File: config.mk
export PLATFORM = sky130hd
export DESIGN_NAME = led_cfg_loader
export DESIGN_NICKNAME = d
export VERILOG_FILES = /design/src/rtl/lcl_pkg.sv /design/src/rtl/lcl_edge_rise.sv /design/src/rtl/lcl_shift_chain.sv /design/src/rtl/lcl_hold_reg.sv /design/src/rtl/led_cfg_loader.sv
export SDC_FILE = /design/constraint.sdc
export NUM_CORES = 1
export LEC_CHECK = 0
export BUFFER_PORTS_ARGS = -buffer_cell sky130_fd_sc_hd__buf_2
export CAP_MARGIN = 30
export CELL_PAD_IN_SITES_DETAIL_PLACEMENT = 1
export CELL_PAD_IN_SITES_GLOBAL_PLACEMENT = 1
export CORE_MARGIN = 1.5
export CORE_UTILIZATION = 40
export DETAILED_ROUTE_END_ITERATION = 6
export GPL_ROUTABILITY_DRIVEN = 0
export PLACE_DENSITY_LB_ADDON = 0.12
export SETUP_SLACK_MARGIN = 0.15
export SYNTH_ARGS = -nofsm -noshare
export SYNTH_HDL_FRONTEND = slang
export SYNTH_SLANG_ARGS = --single-unit
File: constraint.sdc
create_clock -name clk -period 1.4 [get_ports clk]
set_input_delay 0.21 -clock clk [delete_from_list [all_inputs] [get_ports clk]]
set_output_delay 0.21 -clock clk [all_outputs]
set_load 0.01 [all_outputs]
File: src/rtl/lcl_pkg.sv
package lcl_pkg;
   parameter int unsigned DEF_CHANNELS = 16;
   parameter int unsigned DEF_TRIM_W   = 7;

   // bits held by a chain that carries a field of w bits per channel
   function automatic int unsigned chain_len(input int unsigned ch, input int unsigned w);
      return ch * w;
   endfunction
endpackage

File: src/rtl/lcl_edge_rise.sv
module lcl_edge_rise (
   input  logic clk,
   input  logic rst_n,
   input  logic din,
   output logic rise
);
   logic prev;

   always_ff @(posedge clk or negedge rst_n) begin
      if (!rst_n) prev <= 1'b0;
      else        prev <= din;
   end

   assign rise = din & ~prev;
endmodule

File: src/rtl/lcl_shift_chain.sv
module lcl_shift_chain #(
   parameter int unsigned LEN = 16
) (
   input  logic           clk,
   input  logic           rst_n,
   input  logic           shift_en,
   input  logic           load_en,
   input  logic           sin,
   input  logic [LEN-1:0] pdata,
   output logic [LEN-1:0] q
);
   logic [LEN-1:0] shifted;

   generate
      if (LEN == 1) begin : g_single
         assign shifted = sin;
      end else begin : g_multi
         assign shifted = {q[LEN-2:0], sin};
      end
   endgenerate

   // parallel load wins over a shift in the same cycle
   always_ff @(posedge clk or negedge rst_n) begin
      if (!rst_n)        q <= '0;
      else if (load_en)  q <= pdata;
      else if (shift_en) q <= shifted;
   end
endmodule

File: src/rtl/lcl_hold_reg.sv
module lcl_hold_reg #(
   parameter int unsigned W = 16
) (
   input  logic         clk,
   input  logic         rst_n,
   input  logic         cap,
   input  logic [W-1:0] d,
   output logic [W-1:0] q
);
   always_ff @(posedge clk or negedge rst_n) begin
      if (!rst_n)   q <= '0;
      else if (cap) q <= d;
   end
endmodule

File: src/rtl/led_cfg_loader.sv
module led_cfg_loader
   import lcl_pkg::*;
#(
   parameter int unsigned CHANNELS = DEF_CHANNELS,
   parameter int unsigned TRIM_W   = DEF_TRIM_W
) (
   input  logic                         clk,
   input  logic                         rst_n,
   input  logic                         mode_sel,
   input  logic                         ser_clk,
   input  logic                         ser_in,
   input  logic                         lat_stb,
   input  logic [CHANNELS-1:0]          open_led,
   output logic                         ser_out,
   output logic [CHANNELS-1:0]          en_q,
   output logic [CHANNELS*TRIM_W-1:0]   trim_q
);
   localparam int unsigned EN_LEN   = CHANNELS;
   localparam int unsigned TRIM_LEN = chain_len(CHANNELS, TRIM_W);

   generate
      if (CHANNELS < 1) begin : g_bad_channels
         $error("led_cfg_loader: CHANNELS must be at least 1");
      end
      if (TRIM_W < 1) begin : g_bad_trim_w
         $error("led_cfg_loader: TRIM_W must be at least 1");
      end
   endgenerate

   logic                sclk_rise;
   logic                stb_rise;
   logic [EN_LEN-1:0]   en_chain;
   logic [TRIM_LEN-1:0] trim_chain;

   logic en_shift, trim_shift, en_load, en_cap, trim_cap;

   lcl_edge_rise u_sclk_edge (.clk(clk), .rst_n(rst_n), .din(ser_clk), .rise(sclk_rise));
   lcl_edge_rise u_stb_edge  (.clk(clk), .rst_n(rst_n), .din(lat_stb), .rise(stb_rise));

   // steering: shifts are blocked while the strobe is high
   assign en_shift   = ~mode_sel & sclk_rise & ~lat_stb;
   assign trim_shift =  mode_sel & sclk_rise & ~lat_stb;
   assign en_load    = ~mode_sel & lat_stb;
   assign en_cap     = ~mode_sel & stb_rise;
   assign trim_cap   =  mode_sel & stb_rise;

   lcl_shift_chain #(.LEN(EN_LEN)) u_en_chain (
      .clk(clk), .rst_n(rst_n), .shift_en(en_shift), .load_en(en_load),
      .sin(ser_in), .pdata(open_led), .q(en_chain)
   );

   lcl_shift_chain #(.LEN(TRIM_LEN)) u_trim_chain (
      .clk(clk), .rst_n(rst_n), .shift_en(trim_shift), .load_en(1'b0),
      .sin(ser_in), .pdata({TRIM_LEN{1'b0}}), .q(trim_chain)
   );

   lcl_hold_reg #(.W(EN_LEN)) u_en_hold (
      .clk(clk), .rst_n(rst_n), .cap(en_cap), .d(en_chain), .q(en_q)
   );

   lcl_hold_reg #(.W(TRIM_LEN)) u_trim_hold (
      .clk(clk), .rst_n(rst_n), .cap(trim_cap), .d(trim_chain), .q(trim_q)
   );

   assign ser_out = mode_sel ? trim_chain[TRIM_LEN-1] : en_chain[EN_LEN-1];
endmodule

==> run summary, run 1 <==
In the global route stage, met1 resource usage came out at 22.8%. The relative area change from synthesis to final layout is 45.9%. The fraction of power consumed by the clock network is 40.5%.

The worst path uses 117% of the clock period. The mean instance size in the synthesized netlist came out at 17.2 µm². The detail-routed via count per cell came out at 4.85.

The repair_antennas step left the layout with diodes totalling 0. In this run the remaining antenna-violating nets after routing total 0. The number of failing hold endpoints at the final stage came out at 0. The count of port buffers added during placement came out at 150. The synthesized design contains 0 enable-type register cells.

The count of cells along the worst hold path came out at 3. The TritonCTS buffer count is 28. The number of max-slew violations in the final report came to 0. The longest clock path from root to sink contains 3 buffers. In this run, distinct cell masters in the synthesized netlist total 12. The share of total power dissipated in sequential elements is 45.4%. The clock drives 258 sinks. The overall routing resource usage came out at 17.7%. The depth of the worst register-to-register path is 6.

The initial antenna violation count came out at 0. Among all stages on the critical path, the largest delay is contributed by sky130_fd_sc_hd__dfrtp_1. The half-perimeter wire length after placement is 13.1 mm.

The instance count of the mapped netlist came out at 566. The average wire per standard cell is 19.9 µm. During synthesis, Yosys emitted a total of 0 warnings. The power density of the placed cells came out at 1290 nW/µm². The delay of the slowest critical-path stage is 360 ps. The first TritonRoute pass finished after 3 iterations. The worst setup path is launched from a register. The count of endpoints failing setup in the final report is 257. The checks that failed: setup timing.

The via count of the routed design is 5776. The most used routing layer in global routing is met2. The worst ir drop on vdd came out at 0.991 mV.

In this run the critical register-to-register path is captured at u_trim_chain.q[49]. The die covers 25400 µm². The worst setup slack for register-to-register paths is -230 ps. The start point of the worst min-delay path is open_led[3]. Summing the sequential cell areas from Yosys gives 66.1% of the chip area.

Once the floorplan was initialized, standard cells occupied 41.2% of the core. The routed wire length is 23.8 mm. The largest net degree at the start of global routing came out at 44. For this block, the initial DRC count from the detailed router was 161. The share of post-route cells with drive strength above 1 is 68.6%. The internal power component is 0.0143 W. After routing the design area is 14200 µm². The most common cell in the synthesized netlist is sky130_fd_sc_hd__mux2_2. The flow ran to the end, but the final reports show violations. The met2 track demand over resource is 30.3%. The final setup skew came out at 8.44 ps. In this run the worst path has a maximum fanout of 8. The commonest cells after synthesis are sky130_fd_sc_hd__mux2_2, sky130_fd_sc_hd__dfrtp_1, sky130_fd_sc_hd__buf_2. The I/O pin count is 151. Walking the worst path, the cells encountered are nand2b_4 -> nor3b_4 -> buf_6 -> buf_12 -> clkbuf_16 -> mux2_4. The endpoint required time on the critical path is 1810 ps. STA classifies the critical path endpoint as a register.

For this run, the top clock speed supported by timing is 612 MHz. In this run the power spent charging and discharging nets is 0.00418 W. The cell area after synthesis is 9760 µm². The most used flip-flop cell after synthesis is sky130_fd_sc_hd__dfrtp_1.

The instance area after placement came out at 11300 µm². At the pin with the least slew margin, the transition time is 397 ps. The number of global-route vias before repair came out at 6353. In the post-synthesis netlist, the biggest area contributors are sky130_fd_sc_hd__dfrtp_1, sky130_fd_sc_hd__mux2_2, sky130_fd_sc_hd__buf_2. The first global-routing pass estimated 36.0 mm of wire. Measured along the y axis, the die boundary spans 159 µm. In this run the number of H-tree levels came out at 1.

After global routing the overflow that remains totals 0. The switching share of power is 22.7%. STA puts the critical path data arrival time at 2040 ps. TritonCTS built the clock tree. The class of the tightest hold or removal check is in -> reg.

Of all cell types, the one taking the most synthesized area is sky130_fd_sc_hd__dfrtp_1. The number of nets in the layout is 873. The number of flip-flops and latches in the synthesized netlist came out at 258. The setup TNS came out at -38170 ps. The worst setup slack after layout is -234 ps. The time the worst path needs with I/O delays and setup came out at 1630 ps.

Headroom to the max-slew limit came out at 73.5%. Setup repair after global routing could not meet its margin everywhere. Across the run, the number of max-cap violations was 0. The share of total power dissipated in combinational logic is 14.0%. The number of remaining DRC errors came out at 0. The number of nets produced by synthesis is 588. The floorplan has 56 rows. The worst hold path terminates at u_en_chain.q[3]. The worst register-to-register path begins at u_sclk_edge.prev. The met3 demand-to-capacity share in global routing came out at 4.40%. Of all flip-flops after synthesis, the portion carrying an async set or reset was 100%. The horizontal die dimension came out at 159 µm. The fraction of post-synthesis cell area in the top cell type by area is 66.1%. The area of the placeable core is 23700 µm². The analysis attributes to cell leakage a power of 7.48 nW. The worst setup path is of the reg -> reg kind.

The clock root buffer is sky130_fd_sc_hd__clkbuf_16. The clock-pin slew reported for the worst setup and hold paths after clock tree synthesis is 60 ps. Clock latency on the worst-skew pair, taken at its later pin, is 530 ps.
-- registers in the layout, indices dropped and copies added, names as in the netlist --
register,flops
u_en_chain.q,16
u_en_hold.q,16
u_sclk_edge.prev,1
u_stb_edge.prev,1
u_trim_chain.q,112
u_trim_hold.q,112
-- placed cells by master (no fill, tap or decap) --
master,n
sky130_fd_sc_hd__buf_16,15
sky130_fd_sc_hd__dfrtp_1,258
sky130_fd_sc_hd__bufinv_16,1
sky130_fd_sc_hd__mux2_4,130
sky130_fd_sc_hd__clkinv_2,2
sky130_fd_sc_hd__buf_6,34
sky130_fd_sc_hd__clkbuf_16,38
sky130_fd_sc_hd__buf_12,25
sky130_fd_sc_hd__nand3b_1,1
sky130_fd_sc_hd__mux2_1,1
sky130_fd_sc_hd__nor3_4,1
sky130_fd_sc_hd__a21oi_4,1
sky130_fd_sc_hd__nand2b_4,1
sky130_fd_sc_hd__buf_8,8
sky130_fd_sc_hd__dlygate4sd3_1,4
sky130_fd_sc_hd__nand2b_1,1
sky130_fd_sc_hd__nor3b_4,1
sky130_fd_sc_hd__inv_1,1
sky130_fd_sc_hd__clkbuf_8,12
sky130_fd_sc_hd__clkbuf_1,8
sky130_fd_sc_hd__mux2_2,142
sky130_fd_sc_hd__buf_2,124
sky130_fd_sc_hd__buf_4,64
-- per-layer routing --
layer / share of wire (%) / wire, µm
met3: 5.1 / 1210
met5: 0 / 0
met2: 51 / 12100
met4: 1.4 / 337
met1: 43 / 10200
-- worst max-delay path: cells and delay by family, from the launching register on --
kind | cells | cell delay, ps
buffers and inverters | 3 | 500
and+or+nand+nor | 2 | 340
DFF | 1 | 360
muxes | 1 | 300
-- area by class of cell --
class / count / area (µm²)
clock buffers: 49 / 921
clock inverters: 3 / 40.0
fillers: 2171 / 9440
inverters: 1 / 3.75
multi-input cells: 279 / 3640
flip-flops and latches: 258 / 6460
well taps: 319 / 399
repair buffers: 283 / 2780
-- worst max-delay path by stage --
| stage | start | endpoint |
|---|---|---|
| floorplan | u_sclk_edge.prev | u_trim_chain.q[32] |
| global placement | u_sclk_edge.prev | u_trim_chain.q[86] |
| detailed placement | u_sclk_edge.prev | u_trim_chain.q[79] |
| CTS | u_sclk_edge.prev | u_trim_chain.q[83] |
| global route | u_sclk_edge.prev | u_trim_chain.q[58] |
| finish | u_sclk_edge.prev | u_trim_chain.q[49] |
-- per-stage QoR --
step / power [W] / setup slack [ps] / hold WS (ps) / util (%) / std cells
final: 0.0184 / -234 / 45.5 / 60.1 / 1192
after global routing: 0.0192 / -266 / 25.4 / 60.1 / 1192
after CTS: 0.0184 / -197 / 23.5 / 56.8 / 1151
after detailed placement: 0.0102 / -184 / 142 / 47.7 / 1042
after global placement: 0.0101 / -150 / 139 / 47.7 / 1042
after floorplan: 0.00943 / -80.0 / -85.6 / - / 566
-- logic make-up after synthesis --
| family | count (synthesis) | share of synthesized area, % |
|---|---|---|
| buf+inv | 29 | 1.86 |
| simple gates | 5 | 0.436 |
| flops | 258 | 66.1 |
| mux | 273 | 31.5 |
| compound gates | 1 | 0.0897 |
-- power by group through the flow --
stage | clock network, W | logic (W) | registers [W]
floorplan | 0 | 0.000907 | 0.00852
global route | 0.00796 | 0.00276 | 0.00845
finish | 0.00747 | 0.00258 | 0.00838
global placement | 0 | 0.00170 | 0.00844
detailed placement | 0 | 0.00175 | 0.00848
CTS | 0.00765 | 0.00234 | 0.00837
-- what timing repair did --
item,4_1_cts,5_1_grt
hold buffers,4,0
setup endpoints to repair,379,385
buffers inserted,40,32
gates cloned,13,9
endpoints found under the hold margin,261,0
gates resized for setup,112,81
pin swaps,2,1
(Power assumes the default switching activity.)
==> inputs of run 2 (changes only) <==
--- a/config.mk
+++ b/config.mk
@@ -13,6 +13,7 @@
 export CORE_UTILIZATION = 40
 export DETAILED_ROUTE_END_ITERATION = 6
 export GPL_ROUTABILITY_DRIVEN = 0
+export GPL_TIMING_DRIVEN = 0
 export PLACE_DENSITY_LB_ADDON = 0.12
 export SETUP_SLACK_MARGIN = 0.15
 export SYNTH_ARGS = -nofsm -noshare
==> constraint.sdc (replaced) <==
create_clock -name clk -period 2.1 [get_ports clk]
set_input_delay 0.315 -clock clk [delete_from_list [all_inputs] [get_ports clk]]
set_output_delay 0.315 -clock clk [all_outputs]
set_load 0.01 [all_outputs]
==> run 2 against run 1 <==
  * Combinational power shrank 59%
  * Sequential share of layout area up 8.6 points
  * Largest power group unchanged
  * First-iteration DRC count fell by 16%
  * The flow now finishes without violations
  * Critical path type is now in -> reg
  * Non-clock buffer count fell by 100
  * Highest routed layer unchanged
  * Via count is 9.1% lower
==> run summary, run 2 (synthesis results as in run 1) <==
The number of max-slew violations in the final report is 0. The TritonCTS buffer count is 28. The commonest non-fill, non-tap cell in the layout is sky130_fd_sc_hd__mux2_2. The run finished with clean final reports.

The total power is 0.0116 W. Measured along the x axis, the die boundary spans 159 µm. The routed design has 18.7 mm of wire.

The die boundary height came out at 159 µm. TritonCTS built the clock tree. The number of nets with antenna violations after detailed routing came out at 0. The count of endpoints failing setup in the final report came out at 0.

The wire-length estimate of the detail-placed layout is 12.5 mm. The number of global-route vias before repair is 5856. The relative area change from synthesis to final layout is 22.6%.

The core region is 23700 µm². The total overflow left after global routing is 0. The number of iterations in the first detailed-routing pass is 3. The worst ir drop on vdd is 0.574 mV. The detail-routed via count per cell came out at 4.81. The initial utilization of the core area, before any placement, comes to 41.2%. Across all register-to-register paths, the minimum setup slack is 280 ps.

The largest net degree at the start of global routing is 112. The initial antenna violation count came out at 0. The largest registers in the layout are u_trim_chain.q (112), u_trim_hold.q (112). The later-pin clock latency in the skew report is 530 ps. The critical-path maximum fanout is 10. The detailed router finished its first iteration with 136 violations. STA puts the critical path data required time at 2510 ps. The power density of the placed cells came out at 969 nW/µm². The number of buffers inserted to repair setup after CTS came out at 0. The antenna cell count came out at 0.

The tree is rooted in a sky130_fd_sc_hd__clkbuf_16. The non-filler instance count after layout came out at 1091. The first global-routing pass estimated 31.6 mm of wire. Of the cells placed in the final design, the portion with a size suffix greater than 1 is 63.7%. Measured against its own limit, the worst slew margin works out to 59.4%. In this run the worst hold path is classified as in -> reg. The depth of the worst register-to-register path is 5. In the layout the commonest cells are sky130_fd_sc_hd__mux2_2, sky130_fd_sc_hd__dfrtp_1, sky130_fd_sc_hd__buf_2. The final setup skew came out at 5.89 ps. The worst setup path is of the in -> reg kind.

For the pin with the worst max-slew slack, the measured transition is 606 ps. For hold timing, the worst endpoint is u_trim_chain.q[0]. The overall routing resource usage is 15.2%.

The site row count is 56. The worst setup path is captured at a register. After layout, the worst path uses 86.8% of the clock period.

The start point of the worst min-delay path is ser_in. The achievable clock frequency came out at 548 MHz. The I/O pin count is 151.

The max-capacitance violation count is 0. Along the worst hold path, the cell count comes to 2. The number of placed instances, taps included, is 1037. The via count of the routed design is 5252. The count of port buffers added during placement came out at 150. The startpoint identified for the worst register-to-register timing path is u_sclk_edge.prev. The number of remaining DRC errors is 0. The CTS H-tree depth came out at 1.

The average wire per standard cell is 17.1 µm. The number of failing hold endpoints at the final stage came to 0. The clock-pin slew reported for the worst setup and hold paths after clock tree synthesis is 60 ps.

The CTS sink count came out at 258. The time the worst path needs with I/O delays and setup came out at 1820 ps. The leakage power summed over all cells is 6.39 nW. The full die area is 25400 µm². The arrival time of the worst setup path came out at 2230 ps.

The worst setup path is launched from a primary input. Counting along the longest clock path gives a buffer depth of 3. The number of nets in the layout came out at 773. Setup repair after global routing left no endpoint under its margin.

The endpoint of the worst-slack reg-to-reg timing path is u_trim_chain.q[45].
[run 2: cell count changes in the layout (fill, tap and decap cells not counted), sizes merged]
cell         delta
buf            -90
clkbuf         -11
bufinv          +1
dlygate4sd3     -1
[run 2: power breakdown]
group	switching [W]	internal, W
clock	0.00189	0.00312
combinational	0.000491	0.000561
sequential	0.000212	0.00533
total	0.00259	0.00901
[run 2: what timing repair did]
action,CTS,global route
hold buffers,3,0
resized for setup,0,0
hold endpoints to repair,72,0
[run 2: how the worst max path moves through the flow]
stage                     startpoint                 end  slack (ps)  depth (start not counted)
CTS                          lat_stb  u_trim_hold.q[109]         240                          6
floorplan           u_sclk_edge.prev  u_trim_chain.q[32]         580                          5
detailed placement          mode_sel  u_trim_hold.q[109]         210                          5
global placement               rst_n  u_trim_chain.q[96]       -3660                          1
finish                       lat_stb  u_trim_hold.q[109]         280                          6
global route        u_sclk_edge.prev  u_trim_chain.q[45]         170                          5
[run 2: per-layer routing]
layer / vias to the layer above / track usage (%) / share of wire, %
li1: 2382 / - / -
met1: 2717 / 19.8 / 43
met2: 117 / 24.8 / 48
met3: 36 / 4.35 / 6.5
met4: 0 / 4.25 / 1.9
met5: - / 0 / 0
[run 2: per-stage QoR]
step                      hold WS (ps)  setup WS [ps]  setup TNS [ps]  area [µm²]  util [%]
after floorplan                   19.4            577               0        9760         -
after global placement             443          -3660         -939230       10900      46.1
after detailed placement           318            205               0       11000      46.4
after CTS                         42.7            236               0       12000      50.5
after global routing              55.4            168               0       12000      50.5
final                             75.4            276               0       12000      50.5
[run 2: layout make-up]
type / count / area [µm²]
buffer: 28 / 178
clock buffer: 47 / 893
clock inverter: 4 / 70.1
fill: 2329 / 11700
inverter: 1 / 3.75
multi-input combinational: 279 / 3130
sequential: 258 / 6460
tap: 319 / 399
timing repair buffer: 155 / 846
[run 2: worst max-delay path, cell delays in order]
cell and delay [ps]:
sky130_fd_sc_hd__dlygate4sd3_1 540, sky130_fd_sc_hd__buf_2 150, sky130_fd_sc_hd__nand3b_1 160, sky130_fd_sc_hd__buf_2 350, sky130_fd_sc_hd__buf_2 340, sky130_fd_sc_hd__mux2_2 380
==> inputs of run 3 (changes only) <==
--- a/config.mk
+++ b/config.mk
@@ -5,6 +5,7 @@
 export SDC_FILE = /design/constraint.sdc
 export NUM_CORES = 1
 export LEC_CHECK = 0
+export ABC_AREA = 1
 export BUFFER_PORTS_ARGS = -buffer_cell sky130_fd_sc_hd__buf_2
 export CAP_MARGIN = 30
 export CELL_PAD_IN_SITES_DETAIL_PLACEMENT = 1
==> run 3 against run 2 <==
  * Count of clock-buffer cells in the layout down 5
  * Synthesized area up 3.8%
  * Global-route usage up 4.4 points
  * Worst setup slack better by 170 ps
  * Flip-flop and latch count unchanged
  * Clock skew up 5.1 ps
  * Die area up 3.7%
  * Final area up 3.0%
  * Non-clock buffer count up 32
  * Critical endpoint is now u_trim_hold.q[41]
  * Highest routed layer unchanged
==> run summary, run 3 <==
The run finished with clean final reports. The number of remaining DRC errors is 0. The initial antenna violation count is 0.

The number of buffers inserted to repair setup after CTS came out at 0. Once the floorplan was initialized, standard cells occupied 40.5% of the core. The library cells used most frequently in the layout, excluding fill and tap cells, are sky130_fd_sc_hd__nand2_1, sky130_fd_sc_hd__dfrtp_1, sky130_fd_sc_hd__buf_2.

The utilization after layout came out at 49.2%. The normalized max-slew margin is 64.6%. The number of flip-flops and latches in the synthesized netlist came out at 258. Wires add up to 24.6 mm. The later-pin clock latency in the skew report is 530 ps. The synthesized design spends more area on one cell type than any other, namely sky130_fd_sc_hd__dfrtp_1. The number of nets with antenna violations after detailed routing is 0.

TritonCTS built the clock tree. The average instance in the mapped netlist occupies 9.77 µm². The delay of the slowest critical-path stage is 570 ps.

The critical-path maximum fanout is 103. The endpoint required time on the critical path is 2740 ps. The area of the placeable core is 25000 µm². The number of nets in the layout is 1244.

The half-perimeter wire length after placement came out at 16.3 mm. The largest net degree at the start of global routing came out at 104. After the first detailed-routing iteration, the DRC count stood at 350. The max-capacitance violation count is 0. The leakage power summed over all cells came out at 6.11 nW. sky130_fd_sc_hd__nand2_1 is the most common cell in the netlist. The overall routing resource usage is 19.6%. For this run, the detailed router's first-pass iteration total came to 4.

The share of post-route cells with drive strength above 1 came out at 23.5%. The pin slew with the least headroom to its limit came out at 531 ps. The sequential share of power came out at 46.5%. The site row count came out at 58.

The instance count of the mapped netlist is 1037. Net switching is 28.9% of the power. The async set or reset register ratio after synthesis is 100%.

The post-synthesis sequential area ratio is 63.7%. The clock network is responsible for 35.3% of the overall power. For this design the ratio of total power to cell area is 1150 nW/µm².

The worst setup path is captured at an async pin. In the final layout, the registers with the most flip-flops are u_trim_chain.q (112), u_trim_hold.q (112). The count of port buffers added during placement came out at 150.

In this run, CTS created clock tree buffers numbering 28. Setup violations remaining at the end of the flow were counted as 0. The wire length of the first global-routing pass is 41.5 mm. The tightest hold margin is 100 ps.

For the worst setup path, the data arrival time is 2290 ps. The clock-pin slew reported for the worst setup and hold paths after clock tree synthesis is 60 ps. The worst-case IR drop observed on VDD is 0.670 mV. In the synthesized netlist, the cells that appear most often are sky130_fd_sc_hd__nand2_1, sky130_fd_sc_hd__dfrtp_1, sky130_fd_sc_hd__inv_1.

The overall overflow remaining after global route came out at 0. Synthesis instantiated 18 different standard cells from the library. The number of failing hold endpoints at the final stage came out at 0. The maximum number of buffers from clock root to sink is 3. The via count of the routed design came out at 7487.

The relative area change from synthesis to final layout is 21.7%. The time the worst path needs with I/O delays and setup came out at 1650 ps. The worst-path cell with the longest stage delay is sky130_fd_sc_hd__dlygate4sd3_1. Measured along the y axis, the die boundary spans 162 µm. The detail-routed via count per cell is 4.76. The horizontal die dimension is 162 µm. The clock arrives with 11.0 ps of skew. The internal power component is 0.0101 W. The setup TNS came out at 0 ps. In this run the number of H-tree levels came out at 1. The combinational share of power is 18.3%.

After detailed routing, the average wire length per cell comes to 15.6 µm. In this run the power spent charging and discharging nets is 0.00411 W. When the netlist entered floorplanning its net count stood at 1059. Ranked by total cell area, the synthesized netlist is headed by sky130_fd_sc_hd__dfrtp_1, sky130_fd_sc_hd__nand2_1, sky130_fd_sc_hd__o21ai_0. The worst setup path is launched from a primary input. In this run the worst hold path is classified as in -> reg. The full die area is 26300 µm². The most instantiated flip-flop cell in the synthesis netlist is sky130_fd_sc_hd__dfrtp_1. The class of the most critical setup path is in -> async. Leaving out fill and tap cells, the most frequent cell in the layout is sky130_fd_sc_hd__nand2_1. The post-route fraction of the period consumed by the critical path came out at 78.6%. Clock tree synthesis found a total of 258 sinks. Setup repair after global routing left no endpoint under its margin.

In this run, synthesis inferred 0 flip-flops with an integrated enable. In this run the biggest area consumer among cell types represents 63.7% of the synthesized area. The root buffer cell chosen for the clock tree is sky130_fd_sc_hd__clkbuf_16. The signal on the critical path passes through dlygate4sd3_1 -> buf_8 -> buf_16 -> buf_16.

The number of max-slew violations in the final report is 0. The number of global-route vias before repair is 7978. The most numerous cell type found on the critical path is sky130_fd_sc_hd__buf_16. The cell area after synthesis came out at 10100 µm².

The count of warnings emitted by yosys came out at 0. The I/O pin count is 151. Based on the critical path, the design can be clocked at up to 606 MHz.
[run 3: cell types whose count changed in the layout (fill, tap and decap cells not counted), sizes merged, moves of 2 or more]
cell    previous run  this run
clkinv             2         4
nand3              0        36
inv                1       132
mux2             273         0
clkbuf            47        55
nand2b             2         0
o21ai              0       240
nand2              0       309
nor2               0         2
buf              180       199
[run 3: through the flow]
stage / power, W / setup slack (ps) / std cells / area [µm²]
2_1_floorplan: 0.00813 / 959 / 1037 / 10100
3_3_place_gp: 0.00919 / -4230 / 1517 / 11300
3_5_place_dp: 0.00932 / 407 / 1519 / 11400
4_1_cts: 0.0144 / 379 / 1571 / 12300
5_1_grt: 0.0151 / 215 / 1571 / 12300
6_report: 0.0142 / 450 / 1572 / 12300
[run 3: path summary, 6_finish.rpt]
kind	cells after the start	startpoint	to	slack [ps]
hold reg to reg	2	u_trim_chain.q[0]	u_trim_chain.q[0]	480
setup reg to reg	6	u_stb_edge.prev	u_trim_hold.q[75]	720
hold / removal	3	ser_in	u_trim_chain.q[0]	100
min in group asynchronous	2	rst_n	u_trim_hold.q[97]	310
max in group clk	8	lat_stb	u_trim_hold.q[75]	510
setup / recovery	4	rst_n	u_trim_hold.q[41]	450
[run 3: worst max-delay path, delay by kind of cell]
family                 cells  cell delay, ps
buffers and inverters      4            1840
[run 3: metal layers]
| metal | track usage (%) | up-vias | part of all wire [%] |
|---|---|---|---|
| met1 | 26.6 | 3704 | 46 |
| met4 | 4.96 | 0 | 1.8 |
| met3 | 3.88 | 34 | 4.7 |
| met2 | 32.4 | 123 | 47 |
| li1 | - | 3626 | - |
| met5 | 0 | - | 0 |
[run 3: cell families after synthesis]
logic type / Yosys count / synth area share [%]
compound gates: 240 / 13.4
buf+inv: 192 / 9.20
flops: 258 / 63.7
simple gates: 347 / 13.6
[run 3: cell type report]
class,instances,area [µm²]
antenna,1,2.50
buffer,60,437
clock buffer,42,825
clock inverter,7,110
fill,2895,12700
inverter,132,495
multi-input combinational,587,2750
sequential,258,6460
tap,330,413
timing repair buffer,155,846
[run 3: power by group through the flow]
stage | clock [W] | sequential [W] | combinational, W
5_1_grt | 0.00533 | 0.00674 | 0.00300
4_1_cts | 0.00515 | 0.00661 | 0.00267
6_report | 0.00501 | 0.00660 | 0.00260
3_3_place_gp | 0 | 0.00665 | 0.00254
2_1_floorplan | 0 | 0.00684 | 0.00129
3_5_place_dp | 0 | 0.00668 | 0.00264
[run 3: timing repair]
item                      4_1_cts  5_1_grt
gates resized for setup         0        0
hold endpoints to repair       58        0
hold buffers                    3        0
